--- config.mk ---
export PLATFORM = sky130hd
export DESIGN_NAME = uart_tx_serial
export DESIGN_NICKNAME = d
export VERILOG_FILES = /design/src/rtl/uart_tx_pkg.sv /design/src/rtl/utx_tick_timer.sv /design/src/rtl/utx_frame_latch.sv /design/src/rtl/utx_sequencer.sv /design/src/rtl/uart_tx_serial.sv
export SDC_FILE = /design/constraint.sdc
export NUM_CORES = 1
export LEC_CHECK = 0
export ABC_AREA = 1
export ABC_CLOCK_PERIOD_IN_PS = 2230
export BUFFER_PORTS_ARGS = -buffer_cell sky130_fd_sc_hd__buf_2
export CAP_MARGIN = 20
export CORE_MARGIN = 2
export CORE_UTILIZATION = 40
export DETAILED_ROUTE_END_ITERATION = 8
export PLACE_DENSITY_LB_ADDON = 0.05
export SYNTH_ARGS = -nofsm -noshare
export SYNTH_HDL_FRONTEND = slang
export SYNTH_SLANG_ARGS = --single-unit
--- constraint.sdc ---
create_clock -name clk -period 2.23 [get_ports clk]
set_clock_uncertainty 0.1 [all_clocks]
set_input_delay 0.446 -clock clk [delete_from_list [all_inputs] [get_ports clk]]
set_output_delay 0.446 -clock clk [all_outputs]
set_load 0.01 [all_outputs]
--- src/rtl/uart_tx_pkg.sv ---
// Package: shared state type and framing helpers for the serial transmitter.
// Assumes data width codes map to 5..8 bits and ticks run at 16 per bit.
package uart_tx_pkg;

    typedef enum logic [2:0] {
        TX_IDLE,
        TX_START,
        TX_DATA,
        TX_PARITY,
        TX_STOP
    } tx_state_e;

    // Parity is appended for the even (1) and odd (2) codes only.
    function automatic logic parity_enabled(input logic [1:0] code);
        return (code == 2'd1) || (code == 2'd2);
    endfunction

    // Odd mode flips the plain XOR of the data bits.
    function automatic logic parity_invert(input logic [1:0] code);
        return code == 2'd2;
    endfunction

endpackage

--- src/rtl/utx_tick_timer.sv ---
// Module: utx_tick_timer
// Counts baud ticks inside the current bit or stop period and pulses
// 'expire' on the tick that ends it. Assumes 'last_cnt' is held stable
// for the whole period; 'clear' restarts the count and masks any tick.
module utx_tick_timer #(
    parameter int OVERSAMPLE = 16,
    localparam int CNT_W     = $clog2(2 * OVERSAMPLE)
) (
    input  logic             clk,
    input  logic             rst_n,
    input  logic             clear,
    input  logic             tick,
    input  logic [CNT_W-1:0] last_cnt,
    output logic             expire
);

    logic [CNT_W-1:0] cnt_q;

    // Period end: a tick arriving while the count sits at its terminal value.
    assign expire = tick && !clear && (cnt_q == last_cnt);

    // Tick counter, wraps to zero at the end of each period.
    always_ff @(posedge clk) begin
        if (!rst_n) begin
            cnt_q <= '0;
        end else if (clear || expire) begin
            cnt_q <= '0;
        end else if (tick) begin
            cnt_q <= cnt_q + 1'b1;
        end
    end

endmodule

--- src/rtl/utx_frame_latch.sv ---
// Module: utx_frame_latch
// Captures the framing codes on a load and turns them into the values the
// sequencer needs: index of the last data bit, parity enable and value,
// and the terminal tick count of the stop period.
// Assumes 'load' is only raised while the transmitter is idle.
module utx_frame_latch
    import uart_tx_pkg::*;
#(
    parameter int OVERSAMPLE = 16,
    parameter int DATA_MAX   = 8,
    localparam int CNT_W     = $clog2(2 * OVERSAMPLE),
    localparam int IDX_W     = $clog2(DATA_MAX)
) (
    input  logic                clk,
    input  logic                rst_n,
    input  logic                load,
    input  logic [DATA_MAX-1:0] din,
    input  logic [1:0]          len_code,
    input  logic [1:0]          par_code,
    input  logic [1:0]          stop_code,
    output logic [IDX_W-1:0]    last_idx,
    output logic                par_en,
    output logic                par_bit,
    output logic [CNT_W-1:0]    stop_last
);

    localparam logic [CNT_W-1:0] STOP_ONE  = CNT_W'(OVERSAMPLE - 1);
    localparam logic [CNT_W-1:0] STOP_HALF = CNT_W'(OVERSAMPLE + OVERSAMPLE / 2 - 1);
    localparam logic [CNT_W-1:0] STOP_TWO  = CNT_W'(2 * OVERSAMPLE - 1);

    logic [IDX_W-1:0]    idx_d;
    logic [DATA_MAX-1:0] keep;
    logic [CNT_W-1:0]    stop_d;

    // Last data index: width code plus four (code 0 -> bit 4).
    assign idx_d = IDX_W'(len_code) + IDX_W'(4);

    // Per-bit mask so that bits above the selected width do not enter the parity.
    for (genvar i = 0; i < DATA_MAX; i++) begin : g_mask
        assign keep[i] = (IDX_W'(i) <= idx_d);
    end

    // Terminal tick count of the stop period for each code.
    always_comb begin
        case (stop_code)
            2'd0:    stop_d = STOP_ONE;
            2'd1:    stop_d = STOP_HALF;
            default: stop_d = STOP_TWO;
        endcase
    end

    // Capture the framing of the accepted character.
    always_ff @(posedge clk) begin
        if (!rst_n) begin
            last_idx  <= '0;
            par_en    <= 1'b0;
            par_bit   <= 1'b0;
            stop_last <= STOP_ONE;
        end else if (load) begin
            last_idx  <= idx_d;
            par_en    <= parity_enabled(par_code);
            par_bit   <= (^(din & keep)) ^ parity_invert(par_code);
            stop_last <= stop_d;
        end
    end

endmodule

--- src/rtl/utx_sequencer.sv ---
// Module: utx_sequencer
// Walks a frame through start, data, parity and stop phases on timer
// expiry, shifting the character out least significant bit first.
// Assumes the framing inputs were captured on the same load edge.
module utx_sequencer
    import uart_tx_pkg::*;
#(
    parameter int OVERSAMPLE = 16,
    parameter int DATA_MAX   = 8,
    localparam int CNT_W     = $clog2(2 * OVERSAMPLE),
    localparam int IDX_W     = $clog2(DATA_MAX)
) (
    input  logic                clk,
    input  logic                rst_n,
    input  logic                load,
    input  logic                expire,
    input  logic [DATA_MAX-1:0] din,
    input  logic [IDX_W-1:0]    last_idx,
    input  logic                par_en,
    input  logic                par_bit,
    input  logic [CNT_W-1:0]    stop_last,
    output logic [CNT_W-1:0]    timer_last,
    output logic                idle,
    output logic                line
);

    localparam logic [CNT_W-1:0] BIT_LAST = CNT_W'(OVERSAMPLE - 1);

    tx_state_e           state_q;
    logic [IDX_W-1:0]    idx_q;
    logic [DATA_MAX-1:0] shift_q;

    // The stop phase uses its own length; every other bit is a full bit time.
    assign timer_last = (state_q == TX_STOP) ? stop_last : BIT_LAST;
    assign idle       = (state_q == TX_IDLE);

    // Line level driven by the current phase.
    always_comb begin
        case (state_q)
            TX_START:  line = 1'b0;
            TX_DATA:   line = shift_q[0];
            TX_PARITY: line = par_bit;
            default:   line = 1'b1;
        endcase
    end

    // Phase sequencing and data shifting.
    always_ff @(posedge clk) begin
        if (!rst_n) begin
            state_q <= TX_IDLE;
            idx_q   <= '0;
            shift_q <= '0;
        end else begin
            case (state_q)
                TX_IDLE: begin
                    if (load) begin
                        state_q <= TX_START;
                        idx_q   <= '0;
                        shift_q <= din;
                    end
                end
                TX_START: begin
                    if (expire) state_q <= TX_DATA;
                end
                TX_DATA: begin
                    if (expire) begin
                        shift_q <= shift_q >> 1;
                        if (idx_q == last_idx) begin
                            idx_q   <= '0;
                            state_q <= par_en ? TX_PARITY : TX_STOP;
                        end else begin
                            idx_q <= idx_q + 1'b1;
                        end
                    end
                end
                TX_PARITY: begin
                    if (expire) state_q <= TX_STOP;
                end
                TX_STOP: begin
                    if (expire) state_q <= TX_IDLE;
                end
                default: state_q <= TX_IDLE;
            endcase
        end
    end

endmodule

--- src/rtl/uart_tx_serial.sv ---
// Module: uart_tx_serial (top)
// Asynchronous serial transmitter with per-character framing selection.
// Assumes baud_tick is a one-cycle pulse at 16 times the bit rate and
// that rst_n is synchronous to clk.
module uart_tx_serial #(
    parameter int OVERSAMPLE = 16,
    parameter int DATA_MAX   = 8,
    localparam int CNT_W     = $clog2(2 * OVERSAMPLE),
    localparam int IDX_W     = $clog2(DATA_MAX)
) (
    input  logic                clk,
    input  logic                rst_n,
    input  logic                baud_tick,
    input  logic [1:0]          cfg_len,
    input  logic [1:0]          cfg_parity,
    input  logic [1:0]          cfg_stop,
    input  logic                in_valid,
    input  logic [DATA_MAX-1:0] in_data,
    output logic                in_ready,
    output logic                busy,
    output logic                tx_line
);

    logic             load;
    logic             expire;
    logic             idle;
    logic [IDX_W-1:0] last_idx;
    logic             par_en;
    logic             par_bit;
    logic [CNT_W-1:0] stop_last;
    logic [CNT_W-1:0] timer_last;

    // Handshake: a character is taken only while idle.
    assign in_ready = idle;
    assign busy     = !idle;
    assign load     = in_valid && idle;

    utx_frame_latch #(.OVERSAMPLE(OVERSAMPLE), .DATA_MAX(DATA_MAX)) latch_i (
        .clk       (clk),
        .rst_n     (rst_n),
        .load      (load),
        .din       (in_data),
        .len_code  (cfg_len),
        .par_code  (cfg_parity),
        .stop_code (cfg_stop),
        .last_idx  (last_idx),
        .par_en    (par_en),
        .par_bit   (par_bit),
        .stop_last (stop_last)
    );

    utx_tick_timer #(.OVERSAMPLE(OVERSAMPLE)) timer_i (
        .clk      (clk),
        .rst_n    (rst_n),
        .clear    (load),
        .tick     (baud_tick),
        .last_cnt (timer_last),
        .expire   (expire)
    );

    utx_sequencer #(.OVERSAMPLE(OVERSAMPLE), .DATA_MAX(DATA_MAX)) seq_i (
        .clk        (clk),
        .rst_n      (rst_n),
        .load       (load),
        .expire     (expire),
        .din        (in_data),
        .last_idx   (last_idx),
        .par_en     (par_en),
        .par_bit    (par_bit),
        .stop_last  (stop_last),
        .timer_last (timer_last),
        .idle       (idle),
        .line       (tx_line)
    );

endmodule

==> metrics.yaml <==
floorplan:
  rows: 22
  initial_core_util_pct: 41.4
  core_area_um2: 3630
  dieArea_um2: 4260
  ios: 21
  fp.dieH_um: 65.3
  die_w_um: 65.3
global_routing:
  antenna_found_initial: 0
  grt_overflow: 0
  grt_pass1_wl_um: 5560
  grt_pass1_vias: 1320
  grt_usage_pct: 17.0
  grt_max_degree: 22
synthesis:
  synth_top_cell_by_area: "dfxtp_1"
  synth_area_um2: 1500
  synth_commonest_cells: "nand2_1 (47), inv_1 (29), dfxtp_1 (26), nor2_1 (22), a21oi_1 (18)"
  ys_seq_elements: 26
  syn-num-nets: 233
  synthArstFlopShare_pct: 0
  ys_seq_area_share_pct: 34.6
  ys_types: 30
  synth_area_leaders: "dfxtp_1 (35%), nand2_1 (12%), inv_1 (7.2%), a21oi_1 (6.0%), o21ai_0 (5.7%)"
  postSynthAreaPerCell_um2: 7.09
  syn_inst: 212
  yosysWarnings: 0
  synth_edf_count: 0
  synth_top_area_share_pct: 34.6
  ys.flop_type: "dfxtp_1"
  yosysMostFrequentCell: "nand2_1"
critical_path:
  required_ps: 1680
  worstPathCellList: "nor2_1 > a311oi_1 > o21ai_0 > buf_2"
  r2r_end: "seq_i.idx_q[2]$_SDFFE_PN0P_"
  path_buf_inv: 1
  crit_slowest_cell: "dfxtp_1"
  worst_setup_path_start_kind: "register"
  r2r-start: "seq_i.state_q[2]$_SDFFE_PN0P_"
  worstPathMaxFanout: 9
  crit_arrival_ps: 1490
  crit_family: "flip-flops"
  critPathKind: "reg2out"
  max_stage_delay_ps: 570
  r2r_slack_ps: 280
  crit_path_end_kind: "output pin"
  r2r_cells: 8
clock_network:
  worstSkewPairLatency_ps: 280
  path_clk_slew_ps: 90
  cts_resized: 0
  clockRootBuffer: "clkbuf_8"
  post_cts_buffers: 0
  cts_hold_buf: 0
  cts_buffers: 3
  cts.sink_count: 26
  clk_path_buf_depth: 2
  tritoncts: "done"
  h-tree-depth: 1
power_and_ir_drop:
  leakage_nw: 0.807
  p_seq_share_pct: 35.4
  p_total_w: 0.00196
  p_int_w: 0.00115
  clockPowerShare_pct: 20.3
  combPwrFrac_pct: 44.3
  power_density_nw_per_um2: 1160
  vdd_drop_max_uv: 344
  switchingPower_w: 0.000808
  swShare_pct: 41.3
placement:
  dpl_cell_area_um2: 1620
  gp_congestion: 0.804
  numPortBuffers: 20
  dp_hpwl_um: 2420
route:
  num_vias: 1325
  antenna_left: 0
  via_per_inst: 4.75
  detail_route.first_pass.iterations: 4
  wl_per_cell_um: 11.1
  drtIter0Drc: 74
  drc: 0
  routed_wl_um: 3100
sta:
  tns_ps: 0
  final-hold-violation-count: 0
  fmax_mhz: 490
  finalCriticalPeriod_ps: 2040
  slew_violations: 0
  post-route-period-util_pct: 91.5
  rsz0062_at_grt: "false"
  whs_ps: 327
  tightest_slew_ps: 399
  setup_viol_count_final: 0
  relSlewSlack_pct: 73.4
final_layout:
  finalNetCount: 253
  area.growth.synth_to_final_pct: 12.3
  diodes: 0
  finalInstanceArea_um2: 1690
  final_core_util_pct: 46.5
  drive_gt1_share_pct: 18.2
min_path:
  holdPathEnd: "latch_i.stop_last[4]$_SDFFE_PN0P_"
  min_from: "cfg_stop[1]"
  min_path_cells: 3
  hold_class: "in2reg"
job:
  max_cap_viol_count: 0
run_status:
  status: "finished, final reports clean"
==> how the worst max path moves through the flow <==
stage	slack, ps	cells past startpoint	start	end
after floorplan	540	12	seq_i.state_q[2]$_SDFFE_PN0P_	seq_i.shift_q[4]$_SDFFE_PN0P_
after global placement	400	9	seq_i.state_q[2]$_SDFFE_PN0P_	seq_i.state_q[2]$_SDFFE_PN0P_
after detailed placement	300	8	seq_i.state_q[2]$_SDFFE_PN0P_	seq_i.idx_q[2]$_SDFFE_PN0P_
after CTS	170	4	seq_i.state_q[2]$_SDFFE_PN0P_	tx_line
after global routing	6	4	seq_i.state_q[2]$_SDFFE_PN0P_	tx_line
final	190	4	seq_i.state_q[2]$_SDFFE_PN0P_	tx_line
==> metal layers <==
layer	global-route usage, %	up-vias	part of all wire (%)
met5	0	-	0
met2	30.0	16	49
met3	2.74	5	2.9
met4	8.33	0	2.1
li1	-	709	-
met1	19.7	595	46
==> state kept, by name, summed over array words and instances, names as in the netlist <==
register,cells
seq_i.shift_q,8
timer_i.cnt_q,5
latch_i.last_idx,3
seq_i.idx_q,3
seq_i.state_q,3
latch_i.stop_last,2
latch_i.par_bit,1
latch_i.par_en,1
==> cell usage in the layout (no fill, tap or decap), drive strengths merged <==
| master | count |
|---|---|
| o21bai | 1 |
| o21ai | 17 |
| dfxtp | 26 |
| xor2 | 5 |
| xnor2 | 5 |
| nand4 | 1 |
| ha | 3 |
| buf | 20 |
| clkbuf | 3 |
| nand3 | 8 |
| nor3 | 4 |
| inv | 31 |
| a21oi | 19 |
| and3 | 1 |
| nor2 | 26 |
| nand2 | 53 |
| mux2i | 2 |
| a311oi | 1 |
| o211ai | 1 |
| mux2 | 1 |
| bufinv | 1 |
| o21a | 2 |
==> worst reg2reg max path, cell delays in order, from the launching register on <==
cell and delay [ps]:
dfxtp_1 570, nor2_4 110, nand2_1 200, inv_1 230, nand2_4 140, nand3_4 170
inv_2 180, nand2_1 80, a21oi_2 110
==> power by group through the flow <==
stage / Clock [W] / Combinational [W] / Sequential, W
2_1_floorplan: 0 / 0.000738 / 0.000669
5_1_grt: 0.000421 / 0.00102 / 0.000712
6_report: 0.000398 / 0.000867 / 0.000694
3_5_place_dp: 0 / 0.000878 / 0.000703
4_1_cts: 0.000409 / 0.000882 / 0.000694
3_3_place_gp: 0 / 0.000872 / 0.000701
==> metrics by stage <==
step                std cells  worst slack, ps
finish                    279              190
global route              279             6.31
CTS                       279              166
detailed placement        275              302
global placement          275              402
floorplan                 212              541
==> area by class of cell <==
cell class | count | area [µm²]
Fill cell | 400 | 1950
Multi-Input combinational cell | 150 | 820
Sequential cell | 26 | 520
Inverter | 31 | 116
Timing Repair Buffer | 20 | 100
Tap cell | 48 | 60.1
Clock buffer | 3 | 41.3
Clock inverter | 1 | 30.0
==> cell families after synthesis <==
group / Yosys count / share of synthesized area (%)
AO/OA/AOI/OAI: 41 / 14.8
multiplexers: 3 / 2.08
AND/OR/NAND/NOR: 93 / 29.3
adder cells (fa/ha/maj): 3 / 2.50
buffers and inverters: 36 / 10.8
XOR/XNOR: 10 / 5.83
flip-flops: 26 / 34.6
Power figures use the tool's default switching activity.
